$ cat src/rtl/dbg_rc_pkg.sv
`timescale 1ns/1ps
package dbg_rc_pkg;
   typedef enum logic [1:0] {
      RC_RUN  = 2'd0,
      RC_HALT = 2'd1,
      RC_STEP = 2'd2
   } rc_state_e;

   localparam int N_OPT          = 4;
   localparam int OPT_BO_STOP    = 0;
   localparam int OPT_BO_BRKIN   = 1;
   localparam int OPT_HALT_BRKIN = 2;
   localparam int OPT_HALT_BKPT  = 3;
   localparam int N_REASON       = 3;
   localparam int PC_LSB         = 16;

   localparam int A_CMD  = 0;
   localparam int A_OPT  = 1;
   localparam int A_CTRL = 2;
   localparam int A_STAT = 3;

   typedef struct packed {
      logic restart;
      logic stop;
      logic step;
      logic brkout;
   } rc_cmd_t;
endpackage

$ cat src/rtl/dbg_rc_regs.sv
`timescale 1ns/1ps
module dbg_rc_regs
   import dbg_rc_pkg::*;
#(
   parameter int DATA_W = 32,
   parameter int ADDR_W = 2,
   parameter int PC_W   = 16
) (
   input  logic                clk,
   input  logic                rst_n,
   input  logic                wr_en,
   input  logic [ADDR_W-1:0]   addr,
   input  logic [DATA_W-1:0]   wdata,
   output logic [DATA_W-1:0]   rdata,
   input  logic [PC_W-1:0]     pc,
   input  logic [N_REASON-1:0] reasons,
   output rc_cmd_t             cmd,
   output logic [N_OPT-1:0]    opt
);
   logic cmd_wr, opt_wr, ctrl_wr;
   logic [DATA_W-1:0] opt_rd, stat_rd;

   assign cmd_wr  = wr_en && (addr == ADDR_W'(A_CMD));
   assign opt_wr  = wr_en && (addr == ADDR_W'(A_OPT));
   assign ctrl_wr = wr_en && (addr == ADDR_W'(A_CTRL));

   always_comb begin
      cmd.restart = (cmd_wr && wdata[0]) || (ctrl_wr && (wdata == DATA_W'(0)));
      cmd.stop    = (cmd_wr && wdata[1]) || (ctrl_wr && (wdata == DATA_W'(1)));
      cmd.step    = cmd_wr && wdata[2];
      cmd.brkout  = cmd_wr && wdata[3];
   end

   for (genvar k = 0; k < N_OPT; k++) begin : g_opt
      always_ff @(posedge clk or negedge rst_n) begin
         if (!rst_n)                       opt[k] <= 1'b0;
         else if (opt_wr && wdata[2*k+1])  opt[k] <= wdata[2*k];
      end
      assign opt_rd[2*k]   = opt[k];
      assign opt_rd[2*k+1] = 1'b0;
   end
   assign opt_rd[DATA_W-1:2*N_OPT] = '0;

   assign stat_rd = (DATA_W'(pc) << PC_LSB) | DATA_W'(reasons);

   always_comb begin
      if (addr == ADDR_W'(A_OPT))       rdata = opt_rd;
      else if (addr == ADDR_W'(A_STAT)) rdata = stat_rd;
      else                              rdata = '0;
   end

   p_opt_hold_r2: assert property (@(posedge clk) disable iff (!rst_n)
      !opt_wr |=> $stable(opt));
   p_opt_set_r2: assert property (@(posedge clk) disable iff (!rst_n)
      (opt_wr && wdata[1:0] == 2'b11) |=> opt[0]);
endmodule

$ cat src/rtl/dbg_rc_fsm.sv
`timescale 1ns/1ps
module dbg_rc_fsm
   import dbg_rc_pkg::*;
#(
   parameter bit START_HALTED = 1'b0
) (
   input  logic                clk,
   input  logic                rst_n,
   input  rc_cmd_t             cmd,
   input  logic [N_OPT-1:0]    opt,
   input  logic                break_in_i,
   input  logic                bkpt_hit_i,
   input  logic                retire_i,
   output rc_state_e           state_q,
   output logic [N_REASON-1:0] reasons_q,
   output logic                enter_halt
);
   localparam rc_state_e RST_ST = START_HALTED ? RC_HALT : RC_RUN;

   logic brkin_halt, bkpt_halt, halt_evt;
   rc_state_e state_d;
   logic [N_REASON-1:0] reasons_d;

   assign brkin_halt = break_in_i && opt[OPT_HALT_BRKIN];
   assign bkpt_halt  = bkpt_hit_i && opt[OPT_HALT_BKPT];
   assign halt_evt   = cmd.stop || brkin_halt || bkpt_halt;
   assign enter_halt = halt_evt && (state_q != RC_HALT);

   always_comb begin
      state_d   = state_q;
      reasons_d = reasons_q;
      if (halt_evt) begin
         state_d   = RC_HALT;
         reasons_d = reasons_q | {bkpt_halt, brkin_halt, cmd.stop};
      end else if (cmd.restart) begin
         state_d   = RC_RUN;
         reasons_d = '0;
      end else if (cmd.step && state_q == RC_HALT) begin
         state_d   = RC_STEP;
      end else if (state_q == RC_STEP && retire_i) begin
         state_d   = RC_HALT;
      end
   end

   always_ff @(posedge clk or negedge rst_n) begin
      if (!rst_n) begin
         state_q   <= RST_ST;
         reasons_q <= '0;
      end else begin
         state_q   <= state_d;
         reasons_q <= reasons_d;
      end
   end

   p_stop_halts_r3: assert property (@(posedge clk) disable iff (!rst_n)
      cmd.stop |=> (state_q == RC_HALT && reasons_q[0]));
   p_restart_runs_r4: assert property (@(posedge clk) disable iff (!rst_n)
      (cmd.restart && !cmd.stop && !break_in_i && !bkpt_hit_i)
      |=> (state_q == RC_RUN && reasons_q == '0));
   p_brkin_halt_r5: assert property (@(posedge clk) disable iff (!rst_n)
      (break_in_i && opt[OPT_HALT_BRKIN]) |=> (state_q == RC_HALT && reasons_q[1]));
   p_bkpt_halt_r6: assert property (@(posedge clk) disable iff (!rst_n)
      (bkpt_hit_i && opt[OPT_HALT_BKPT]) |=> (state_q == RC_HALT && reasons_q[2]));
   p_step_ends_r7: assert property (@(posedge clk) disable iff (!rst_n)
      (state_q == RC_STEP && retire_i && !cmd.restart) |=> state_q == RC_HALT);
   p_step_ignored_r7: assert property (@(posedge clk) disable iff (!rst_n)
      (state_q == RC_RUN && !halt_evt) |=> state_q == RC_RUN);
endmodule

$ cat src/rtl/dbg_rc_brkout.sv
`timescale 1ns/1ps
module dbg_rc_brkout
   import dbg_rc_pkg::*;
(
   input  logic             clk,
   input  logic             rst_n,
   input  rc_cmd_t          cmd,
   input  logic [N_OPT-1:0] opt,
   input  logic             enter_halt,
   input  logic             break_in_i,
   output logic             break_out_o
);
   logic fire;
   assign fire = cmd.brkout
              || (enter_halt && opt[OPT_BO_STOP])
              || (break_in_i && opt[OPT_BO_BRKIN]);

   always_ff @(posedge clk or negedge rst_n) begin
      if (!rst_n) break_out_o <= 1'b0;
      else        break_out_o <= fire;
   end

   p_cmd_pulse_r8: assert property (@(posedge clk) disable iff (!rst_n)
      cmd.brkout |=> break_out_o);
   p_quiet_r8: assert property (@(posedge clk) disable iff (!rst_n)
      (!cmd.brkout && !enter_halt && !break_in_i) |=> !break_out_o);
endmodule

$ cat src/rtl/dbg_run_ctrl.sv
`timescale 1ns/1ps
module dbg_run_ctrl
   import dbg_rc_pkg::*;
#(
   parameter int DATA_W       = 32,
   parameter int ADDR_W       = 2,
   parameter int PC_W         = 16,
   parameter bit START_HALTED = 1'b0
) (
   input  logic              clk,
   input  logic              rst_n,
   input  logic              reg_wr_en,
   input  logic [ADDR_W-1:0] reg_addr,
   input  logic [DATA_W-1:0] reg_wdata,
   output logic [DATA_W-1:0] reg_rdata,
   input  logic              break_in_i,
   input  logic              bkpt_hit_i,
   input  logic              core_retire_i,
   input  logic [PC_W-1:0]   core_pc_i,
   output logic              core_run_o,
   output logic              break_out_o
);
   if (DATA_W != 32) begin : g_bad_data
      $error("dbg_run_ctrl: DATA_W must be 32");
   end
   if (ADDR_W < 2) begin : g_bad_addr
      $error("dbg_run_ctrl: ADDR_W must be at least 2");
   end
   if (PC_W < 1 || PC_W > 16) begin : g_bad_pc
      $error("dbg_run_ctrl: PC_W must be 1..16");
   end

   rc_cmd_t             cmd;
   logic [N_OPT-1:0]    opt;
   rc_state_e           state;
   logic [N_REASON-1:0] reasons;
   logic                enter_halt;

   dbg_rc_regs #(.DATA_W(DATA_W), .ADDR_W(ADDR_W), .PC_W(PC_W)) u_regs (
      .clk(clk), .rst_n(rst_n), .wr_en(reg_wr_en), .addr(reg_addr),
      .wdata(reg_wdata), .rdata(reg_rdata), .pc(core_pc_i),
      .reasons(reasons), .cmd(cmd), .opt(opt)
   );

   dbg_rc_fsm #(.START_HALTED(START_HALTED)) u_fsm (
      .clk(clk), .rst_n(rst_n), .cmd(cmd), .opt(opt),
      .break_in_i(break_in_i), .bkpt_hit_i(bkpt_hit_i),
      .retire_i(core_retire_i), .state_q(state), .reasons_q(reasons),
      .enter_halt(enter_halt)
   );

   dbg_rc_brkout u_bo (
      .clk(clk), .rst_n(rst_n), .cmd(cmd), .opt(opt),
      .enter_halt(enter_halt), .break_in_i(break_in_i),
      .break_out_o(break_out_o)
   );

   assign core_run_o = (state != RC_HALT);

   p_run_steady_r1: assert property (@(posedge clk) disable iff (!rst_n)
      (!reg_wr_en && !break_in_i && !bkpt_hit_i && !core_retire_i) |=> $stable(core_run_o));
endmodule

$ cat config.mk
export PLATFORM = sky130hd
export DESIGN_NAME = dbg_run_ctrl
export DESIGN_NICKNAME = d
export VERILOG_FILES = /design/src/rtl/dbg_rc_pkg.sv /design/src/rtl/dbg_rc_regs.sv /design/src/rtl/dbg_rc_fsm.sv /design/src/rtl/dbg_rc_brkout.sv /design/src/rtl/dbg_run_ctrl.sv
export SDC_FILE = /design/constraint.sdc
export NUM_CORES = 1
export LEC_CHECK = 0
export CAP_MARGIN = 40
export CORE_MARGIN = 2
export CORE_UTILIZATION = 28
export DETAILED_ROUTE_END_ITERATION = 8
export HOLD_SLACK_MARGIN = 0.05
export PLACE_DENSITY = 0.76
export SYNTH_ARGS = -nofsm -noshare
export SYNTH_HDL_FRONTEND = slang
export SYNTH_HIERARCHICAL = 1
export SYNTH_SLANG_ARGS = --single-unit
$ cat constraint.sdc
create_clock -name clk -period 1.5 [get_ports clk]
set_clock_uncertainty 0.1 [all_clocks]
set_input_delay 0.375 -clock clk [delete_from_list [all_inputs] [get_ports clk]]
set_output_delay 0.375 -clock clk [all_outputs]
set_load 0.005 [all_outputs]
==> results of run 1 <==
-- layout make-up --
cell class                      count  area [um2]  share of cell area
Sequential cell                    10         250               0.134
Multi-Input combinational cell     78         658               0.353
Tap cell                           33        41.3              0.0222
Inverter                            3        11.3             0.00604
Timing Repair Buffer              110         880               0.472
Clock buffer                        3        22.5              0.0121
-- how the worst max path moves through the flow --
stage                             to         from  depth (start not counted)
floorplan           u_bo/break_out_o  reg_addr[1]                          7
global placement    u_bo/break_out_o  reg_addr[1]                          7
detailed placement  u_bo/break_out_o  reg_addr[1]                          7
CTS                 u_bo/break_out_o    reg_wr_en                          8
global route        u_bo/break_out_o  reg_addr[1]                          8
finish              u_bo/break_out_o   break_in_i                          4
-- layer usage --
metal | vias to the layer above | global-route usage | wire length [um]
met3 | 2 | 0.0437 | 367
met1 | 521 | 0.201 | 1170
met5 | - | 0 | 0
met4 | 0 | 0.0747 | 23
met2 | 68 | 0.389 | 1840
li1 | 547 | - | -
-- registers in the layout, indices dropped and copies added (netlist names) --
| signal | count |
|---|---|
| u_bo/break_out_o | 1 |
| u_fsm/reasons_q | 3 |
| u_fsm/state_q | 2 |
| u_regs/opt | 4 |
-- cells by family (layout without fill, tap and decap cells) --
family | count (synthesis) | count (layout) | synth area share
simple gates | 48 | 48 | 0.352
compound gates | 13 | 13 | 0.129
other cells | 1 | 11 | 0.00438
mux | 6 | 6 | 0.0936
buf+inv | 18 | 116 | 0.129
flops | 10 | 10 | 0.292
-- metrics by stage --
stage	cells	setup TNS (ns)	total power, mW	hold WS, ns	area [um2]
4_1_cts	234	-0.219	1.10	0.323	1820
6_report	237	-0.0910	1.14	0.311	1860
2_1_floorplan	106	-0.182	0.563	-0.0206	915
3_5_place_dp	225	-23.17	0.928	0.430	1820
3_3_place_gp	225	-22.33	0.911	0.411	1820
5_1_grt	237	-0.562	1.20	0.338	1860
-- layout by cell type, fill, tap and decap left out, types with 4 or more instances in the layout --
cell type,synthesis,routed
buf_2,1,33
buf_4,11,28
dlygate4sd2_1,0,20
and3_1,17,16
conb_1,1,11
dfrtp_1,10,10
buf_6,0,9
clkdlybuf4s15_1,0,7
clkdlybuf4s50_1,0,4
clkbuf_2,0,4
nor2b_1,4,4
nand2_1,4,4
mux2_4,4,4
-- cells in the mapped netlist (all sizes together) --
cell	instances
a221oi	1
a21oi	6
inv	3
a221o	1
and3	17
nand2b	1
buf	12
o311ai	1
nand3b	1
dfrtp	10
a22o	2
nor4b	3
nor4	6
o21a	1
nor2b	5
nor3b	1
nand4	2
nand2	4
clkbuf	3
nor2	2
o211a	1
conb	1
nor3	1
and2	5
mux2i	2
mux2	4
-- critical path, stage by stage --
cell,delay [ns]
clkdlybuf4s50_1,0.49
a221oi_4,0.40
a21oi_2,0.05
a221o_1,0.30
-- report_power, final --
| group | switching (mW) | internal [mW] | total [mW] |
|---|---|---|---|
| registers | 0.0279 | 0.326 | 0.354 |
| clock network | 0.0955 | 0.0931 | 0.189 |
| logic | 0.223 | 0.371 | 0.594 |
-- timing repair --
item	CTS	global route
resized for setup	229	16
setup buffers	5	3
pin swaps	30	9
gates cloned	1	0
endpoints found under the setup margin	33	12
==> reports/qor.csv, run 1 <==
stage,metric,value,unit
die,die_area,3510,um2
critical_path,rrSetupSlack,0.07,ns
min_path,hold_class,in -> async,
sta,finalHoldViolations,0,
sta,fin_crit_sh,1.03,
die,pin_count,90,
logic_synthesis,ys_seq_elements,10,
clocking,numCtsBuffers,3,
detailed_routing,drt_iter0_markers,30,
critical_path,worstReg2RegEnd,u_bo/break_out_o,
placement,dp_slack,-0.904,ns
global_routing,grt_pass1_wl,5260,um
cells_and_area,diodes,0,
sta,setup_violations,3,
detailed_routing,vias,1138,
global_routing,grt_max_degree,19,
clocking,h-tree-depth,1,
critical_path,critPathKind,in -> reg,
die,start_util,0.287,
global_routing,overflow,0,
critical_path,startpoint_type,primary input,
detailed_routing,first_pass_iters,4,
critical_path,r2r-start,u_regs/opt[2],
detailed_routing,postRouteAntennaNets,0,
logic_synthesis,yosysTopAreaCell,dfrtp_1,
logic_synthesis,yosys.area.top_type_share,0.292,
sta,fmax,646,MHz
clocking,clock_sinks,10,
cells_and_area,n_fill_cell,280,
flow_run,maxCapViolCount,0,
run_status,status,finished with violations,
detailed_routing,routed_wl,3400,um
critical_path,worst_setup_path_end_kind,register,
critical_path,r2r_cells,4,
global_routing,grt_pass1_vias,1169,
cells_and_area,final_layout_size_suffix_gt1_frac,0.515,
clocking,postCtsHoldBufs,0,
cells_and_area,syn_to_final_growth,118,%
global_routing,gr-usage-all-layers,0.199,
die,std_cell_rows,20,
critical_path,arrival,1.61,ns
logic_synthesis,syn_inst,96,
sta,fin_ws,-0.0491,ns
pwr,ir_worst_vdd,200,uV
global_routing,antenna_found_initial,0,
cells_and_area,fin_util,0.626,
clocking,cts_buffer_depth,2,
detailed_routing,wl_per_cell,14.3,um
clocking,cts-root-buf,clkbuf_4,
die,core,2980,um2
die,die_w,59.3,um
placement,port_buffers,78,
pwr,p_leak,0.998,nW
logic_synthesis,yosys_warnings,6,
detailed_routing,drc,0,
sta,rsz0062_at_grt,true,
placement,place_hpwl,2640,um
cells_and_area,fin_nets,262,
logic_synthesis,yosys-top-cells-area,"dfrtp_1 (29%), and3_1 (12%), buf_4 (9.6%), mux2_4 (7.0%), nor4_1 (4.4%)",
pwr,p_per_area,610,nW/um2
logic_synthesis,avgSynthCellArea,8.91,um2
critical_path,crit_fanout,4,
clocking,clkLatencyLatePin,0.28,ns
sta,maxSlewViolCount,0,
logic_synthesis,ys_types,30,
logic_synthesis,seq_area_frac_synth,0.292,
detailed_routing,routed_via_density,4.80,
sta,fin_crit,1.55,ns
run_status,violations,setup timing,
placement,gp_congestion,0.743,
clocking,path_clk_slew,0.06,ns
critical_path,crit_required,1.56,ns
clocking,cts_tree,done,
logic_synthesis,synth_area,856,um2
die,die_h,59.3,um
Power figures use the tool's default switching activity.
==> run 2: changes to the inputs <==
==> constraint.sdc (replaced) <==
create_clock -name clk -period 1.5 [get_ports clk]
set_clock_uncertainty 0.1 [all_clocks]
set_input_delay 0.45 -clock clk [delete_from_list [all_inputs] [get_ports clk]]
set_output_delay 0.45 -clock clk [all_outputs]
set_load 0.005 [all_outputs]
==> reports/qor.csv, run 2 (same netlist as run 1, synthesis figures left out) <==
stage,metric,value,unit,change
run_status,status,finished with violations,,
run_status,violations,setup timing,,
cells_and_area,layout.cells.most_common,dlygate4sd2_1,,
clocking,h-tree-depth,1,,unchanged
clocking,cts_tree,done,,
cells_and_area,mostFrequentLayoutCells,"dlygate4sd2_1 (30), buf_4 (28), buf_6 (17), buf_2 (14), clkdlybuf4s15_1 (12)",,
placement,place_hpwl,2430,um,-7.7%
critical_path,worst_setup_path_end_kind,register,,
placement,dp_slack,-0.939,ns,-0.0345 ns
critical_path,critPathKind,in -> reg,,
sta,maxSlewViolCount,0,,unchanged
critical_path,worstReg2RegEnd,u_bo/break_out_o,,
critical_path,crit_start,reg_addr[1],,
sta,fin_ws,-0.245,ns,-0.196 ns
sta,finalHoldViolations,0,,unchanged
detailed_routing,postRouteAntennaNets,0,,unchanged
die,die_w,59.3,um,unchanged
detailed_routing,routed_via_density,4.85,,+1.0%
sta,fin_crit,1.75,ns,+0.196 ns
die,die_h,59.3,um,unchanged
die,pin_count,90,,unchanged
detailed_routing,drt_iter0_markers,57,,+90%
global_routing,overflow,0,,unchanged
clocking,clkLatencyLatePin,0.27,ns,about the same
critical_path,arrival,1.79,ns,+0.18 ns
global_routing,gr-usage-all-layers,0.207,,+0.00707
clocking,numCtsBuffers,3,,unchanged
cells_and_area,syn_to_final_growth,146,%,
clocking,postCtsHoldBufs,0,,unchanged
pwr,p_per_area,590,nW/um2,-3.2%
detailed_routing,drc,0,,unchanged
critical_path,crit_fanout,3,,-1
critical_path,crit_required,1.55,ns,about the same
critical_path,rrSetupSlack,0.05,ns,-0.02 ns
global_routing,grt_pass1_wl,5410,um,+2.8%
critical_path,r2r-start,u_regs/opt[2],,
clocking,cts-root-buf,clkbuf_4,,
die,std_cell_rows,20,,unchanged
cells_and_area,diodes,0,,unchanged
pwr,p_leak,1.06,nW,+5.8%
sta,rsz0062_at_grt,true,,
detailed_routing,wl_per_cell,14.5,um,+1.2%
detailed_routing,first_pass_iters,4,,unchanged
flow_run,maxCapViolCount,0,,unchanged
placement,gp_congestion,0.776,,+4.5%
cells_and_area,fin_nets,267,,+1.9%
clocking,clock_sinks,10,,unchanged
cells_and_area,largest_register,u_regs/opt,,
cells_and_area,largest_reg_flops,4,,unchanged
sta,fmax,573,MHz,-11%
cells_and_area,final_layout_size_suffix_gt1_frac,0.500,,-0.0147
critical_path,r2r_cells,4,,unchanged
global_routing,grt_pass1_vias,1144,,-2.1%
global_routing,grt_max_degree,11,,-8
placement,place_area,1830,um2,+0.27%
sta,setup_violations,27,,+24
placement,port_buffers,78,,unchanged
clocking,cts_buffer_depth,2,,unchanged
detailed_routing,vias,1179,,+3.6%
pwr,ir_worst_vdd,242,uV,+21%
clocking,path_clk_slew,0.07,ns,about the same
min_path,hold_class,in -> async,,
sta,whs,0.405,ns,+0.0947 ns
die,die_area,3510,um2,unchanged
sta,fin_crit_sh,1.16,,+0.131
die,start_util,0.287,,unchanged
die,core,2980,um2,unchanged
cells_and_area,fin_cells,243,,+2.5%
critical_path,startpoint_type,primary input,,
global_routing,antenna_found_initial,0,,unchanged
detailed_routing,routed_wl,3520,um,+3.7%
placement,dp.cells,224,,-0.44%
cells_and_area,postLayoutCellArea,2110,um2,+13%
cells_and_area,top_regs,"u_regs/opt: 4 flops, u_fsm/reasons_q: 3 flops, u_fsm/state_q: 2 flops",,
-- run 2: cell types whose count changed in the layout (fill, tap and decap cells not counted), moves of 2 or more --
cell             previous run  this run
dlygate4sd2_1              20        30
clkdlybuf4s15_1             7        12
and3_4                      1        11
and2_4                      1         3
buf_6                       9        17
nor4_4                      2         0
clkbuf_2                    4         0
buf_12                      2         4
clkdlybuf4s15_2             0         3
and3_1                     16         6
buf_2                      33        14
and2_2                      2         0
-- run 2: how the worst max path moves through the flow --
stage | endpoint | slack [ns]
floorplan | u_bo/break_out_o | -0.21
global placement | u_bo/break_out_o | -0.92
detailed placement | u_bo/break_out_o | -0.94
CTS | u_bo/break_out_o | -0.27
global route | u_bo/break_out_o | -0.27
finish | u_bo/break_out_o | -0.25
-- run 2: report_power, final --
group	internal, mW	switching (mW)	total (mW)
Sequential	0.326	0.0298	0.356
Combinational	0.411	0.233	0.644
Clock	0.147	0.0960	0.243
-- run 2: layout make-up --
class	count	area (um2)
timing repair buffer	115	1080
fill	225	871
multi-input combinational	78	689
sequential	10	250
tap	33	41.3
clock buffer	4	36.3
inverter	3	11.3
-- run 2: metal layers --
| metal | GRT usage | part of all wire | vias up |
|---|---|---|---|
| li1 | - | - | 559 |
| met1 | 0.233 | 0.38 | 537 |
| met2 | 0.378 | 0.50 | 78 |
| met3 | 0.0459 | 0.11 | 5 |
| met4 | 0.0682 | 0.014 | 0 |
| met5 | 0 | 0 | - |
-- run 2: what timing repair did --
item                       in CTS  in global routing
cloned                          3                  0
gates resized for setup       218                 15
setup endpoints to repair      33                 27
setup buffers                  11                  3
pin swaps                      30                 14
-- run 2: critical path: stages --
cell	delay, ns
buf_12	0.11
buf_16	0.12
nor4b_4	0.12
nand4_1	0.06
nor2_1	0.05
a22o_1	0.25
a221oi_4	0.25
a21oi_1	0.08
a221o_1	0.30
-- run 2: per-stage QoR --
stage | setup TNS (ns) | utilization | total power [mW]
floorplan | -0.363 | - | 0.564
global route | -4.76 | 0.708 | 1.31
global placement | -24.11 | 0.614 | 0.928
finish | -3.97 | 0.708 | 1.24
CTS | -3.86 | 0.695 | 1.23
detailed placement | -24.61 | 0.614 | 0.943
==> run 3: changes to the inputs <==
Settings changed: CORE_UTILIZATION 28 to 31, PLACE_DENSITY 0.76 to 0.94.
Clock period 1.5 ns to 2.2 ns, I/O delays scaled along.
==> reports/qor.csv, run 3 (same netlist as run 1, synthesis figures left out) <==
stage,metric,value,unit,change
die,std_cell_rows,19,,-5.0%
sta,whs,0.462,ns,+0.0560 ns
cells_and_area,diodes,0,,unchanged
critical_path,slowest_delay,0.47,ns,+0.17 ns
cells_and_area,final_layout_size_suffix_gt1_frac,0.345,,-0.155
critical_path,crit_fanout,1,,-2
run_status,status,finished clean,,
cells_and_area,largest_reg_flops,4,,unchanged
die,start_util,0.319,,+0.0312
placement,place_hpwl,2520,um,+3.7%
detailed_routing,wl_per_cell,16.2,um,+12%
cells_and_area,layout.cells.most_common,clkdlybuf4s50_1,,
critical_path,cp_num_buf_inv,2,,unchanged
detailed_routing,routed_via_density,5.12,,+5.5%
detailed_routing,drt_iter0_markers,36,,-37%
die,die_w,56.5,um,-4.6%
clocking,clkLatencyLatePin,0.27,ns,about the same
global_routing,grt_max_degree,11,,unchanged
critical_path,worst_setup_path_end_kind,output pin,,
die,pin_count,90,,unchanged
placement,port_buffers,78,,unchanged
sta,setup_violations,0,,-100%
die,die_area,3200,um2,-9.0%
detailed_routing,postRouteAntennaNets,0,,unchanged
detailed_routing,routed_wl,3690,um,+4.7%
clocking,numCtsBuffers,3,,unchanged
clocking,cts_buffer_depth,2,,unchanged
sta,maxSlewViolCount,0,,unchanged
critical_path,path_delay_family,buffers and inverters,,
critical_path,crit_slowest_cell,clkdlybuf4s50_1,,
pwr,p_per_area,410,nW/um2,-30%
sta,fmax,461,MHz,
min_path,hold_depth,1,,
global_routing,antenna_found_initial,0,,unchanged
placement,dp.cells,215,,-4.0%
die,die_h,56.5,um,-4.6%
clocking,path_clk_slew,0.07,ns,about the same
cells_and_area,fin_nets,254,,-4.9%
placement,gp_congestion,0.860,,+11%
sta,rsz0062_at_grt,false,,
detailed_routing,drc,0,,unchanged
pwr,p_leak,1.15,nW,+8.6%
flow_run,maxCapViolCount,0,,unchanged
global_routing,gr-usage-all-layers,0.210,,+0.00337
critical_path,startpoint_type,primary input,,
clocking,h-tree-depth,1,,unchanged
critical_path,crit_required,1.44,ns,-0.11 ns
critical_path,critPathKind,in -> out,,
critical_path,r2r_cells,3,,-1
cells_and_area,largest_register,u_regs/opt,,
critical_path,arrival,1.41,ns,-0.38 ns
critical_path,cp.depth,3,,-6
global_routing,grt_pass1_vias,1190,,+4.0%
cells_and_area,fin_cells,228,,-6.2%
critical_path,cp_cell_sequence,clkdlybuf4s50_1 -> and3_1 -> buf_2,,
clocking,clock_sinks,10,,unchanged
sta,fin_crit_sh,0.986,,
clocking,postCtsHoldBufs,0,,unchanged
clocking,cts_tree,done,,
sta,fin_crit,2.17,ns,
pwr,ir_worst_vdd,303,uV,+25%
detailed_routing,vias,1167,,-1.0%
cells_and_area,fin_util,0.711,,+0.00366
global_routing,grt_pass1_wl,5200,um,-4.0%
global_routing,overflow,0,,unchanged
cells_and_area,syn_to_final_growth,123,%,
clocking,cts-root-buf,clkbuf_4,,
die,core,2690,um2,-9.8%
sta,finalHoldViolations,0,,unchanged
min_path,hold_class,reg -> reg,,
cells_and_area,top_regs,"u_regs/opt: 4 flops, u_fsm/reasons_q: 3 flops, u_fsm/state_q: 2 flops",,
cells_and_area,mostFrequentLayoutCells,"clkdlybuf4s50_1 (27), dlymetal6s2s_1 (25), buf_4 (20), buf_2 (17), and3_1 (17)",,
detailed_routing,first_pass_iters,4,,unchanged
pwr,finalPower,0.784,mW,-37%
sta,setup-tns-final,0,ns,+3.97 ns
## run 3: changes by cell type in the layout (fill, tap and decap cells not counted), sizes merged
| cell | delta |
|---|---|
| buf | -23 |
| clkdlybuf4s50 | +23 |
| clkdlybuf4s15 | -13 |
| dlymetal6s2s | +25 |
| dlygate4sd2 | -25 |
## run 3: what timing repair did
item	4_1_cts	5_1_grt
endpoints found under the setup margin	27	8
gates resized for setup	102	33
cloned	2	0
pin swaps	7	7
setup buffers	7	1
## run 3: worst paths after layout
path	startpoint	slack [ns]	end
setup reg to reg	u_regs/opt[2]	0.78	u_bo/break_out_o
hold / removal	u_regs/opt[0]	0.46	u_regs/opt[0]
setup / recovery	core_pc_i[6]	0.03	reg_rdata[22]
min in group asynchronous	rst_n	0.60	u_regs/opt[1]
hold reg to reg	u_regs/opt[0]	0.46	u_regs/opt[0]
max in group asynchronous	rst_n	1.09	u_fsm/reasons_q[2]
## run 3: stage by stage
step / worst slack [ns] / cell area (um2)
after floorplan: 0.210 / 893
after global placement: -0.559 / 1730
after detailed placement: -0.621 / 1730
after CTS: 0.00360 / 1810
after global routing: 0.00703 / 1910
final: 0.0302 / 1910
## run 3: report_power, final
group / leakage [nW] / switching [mW] / internal, mW
clock: 0.0210 / 0.0676 / 0.101
combinational: 1.01 / 0.128 / 0.225
sequential: 0.115 / 0.0401 / 0.222
## run 3: cell type report
type | count | area, um2
multi-input cells | 78 | 616
flip-flops and latches | 10 | 250
well taps | 31 | 38.8
clock buffers | 4 | 36.3
inverters | 3 | 11.3
repair buffers | 102 | 958
fillers | 196 | 776
## run 3: layer usage
layer,vias up,GRT usage,part of all wire
li1,538,-,-
met1,537,0.187,0.32
met2,76,0.417,0.55
met3,16,0.0438,0.090
met4,0,0.126,0.035
met5,-,0,0
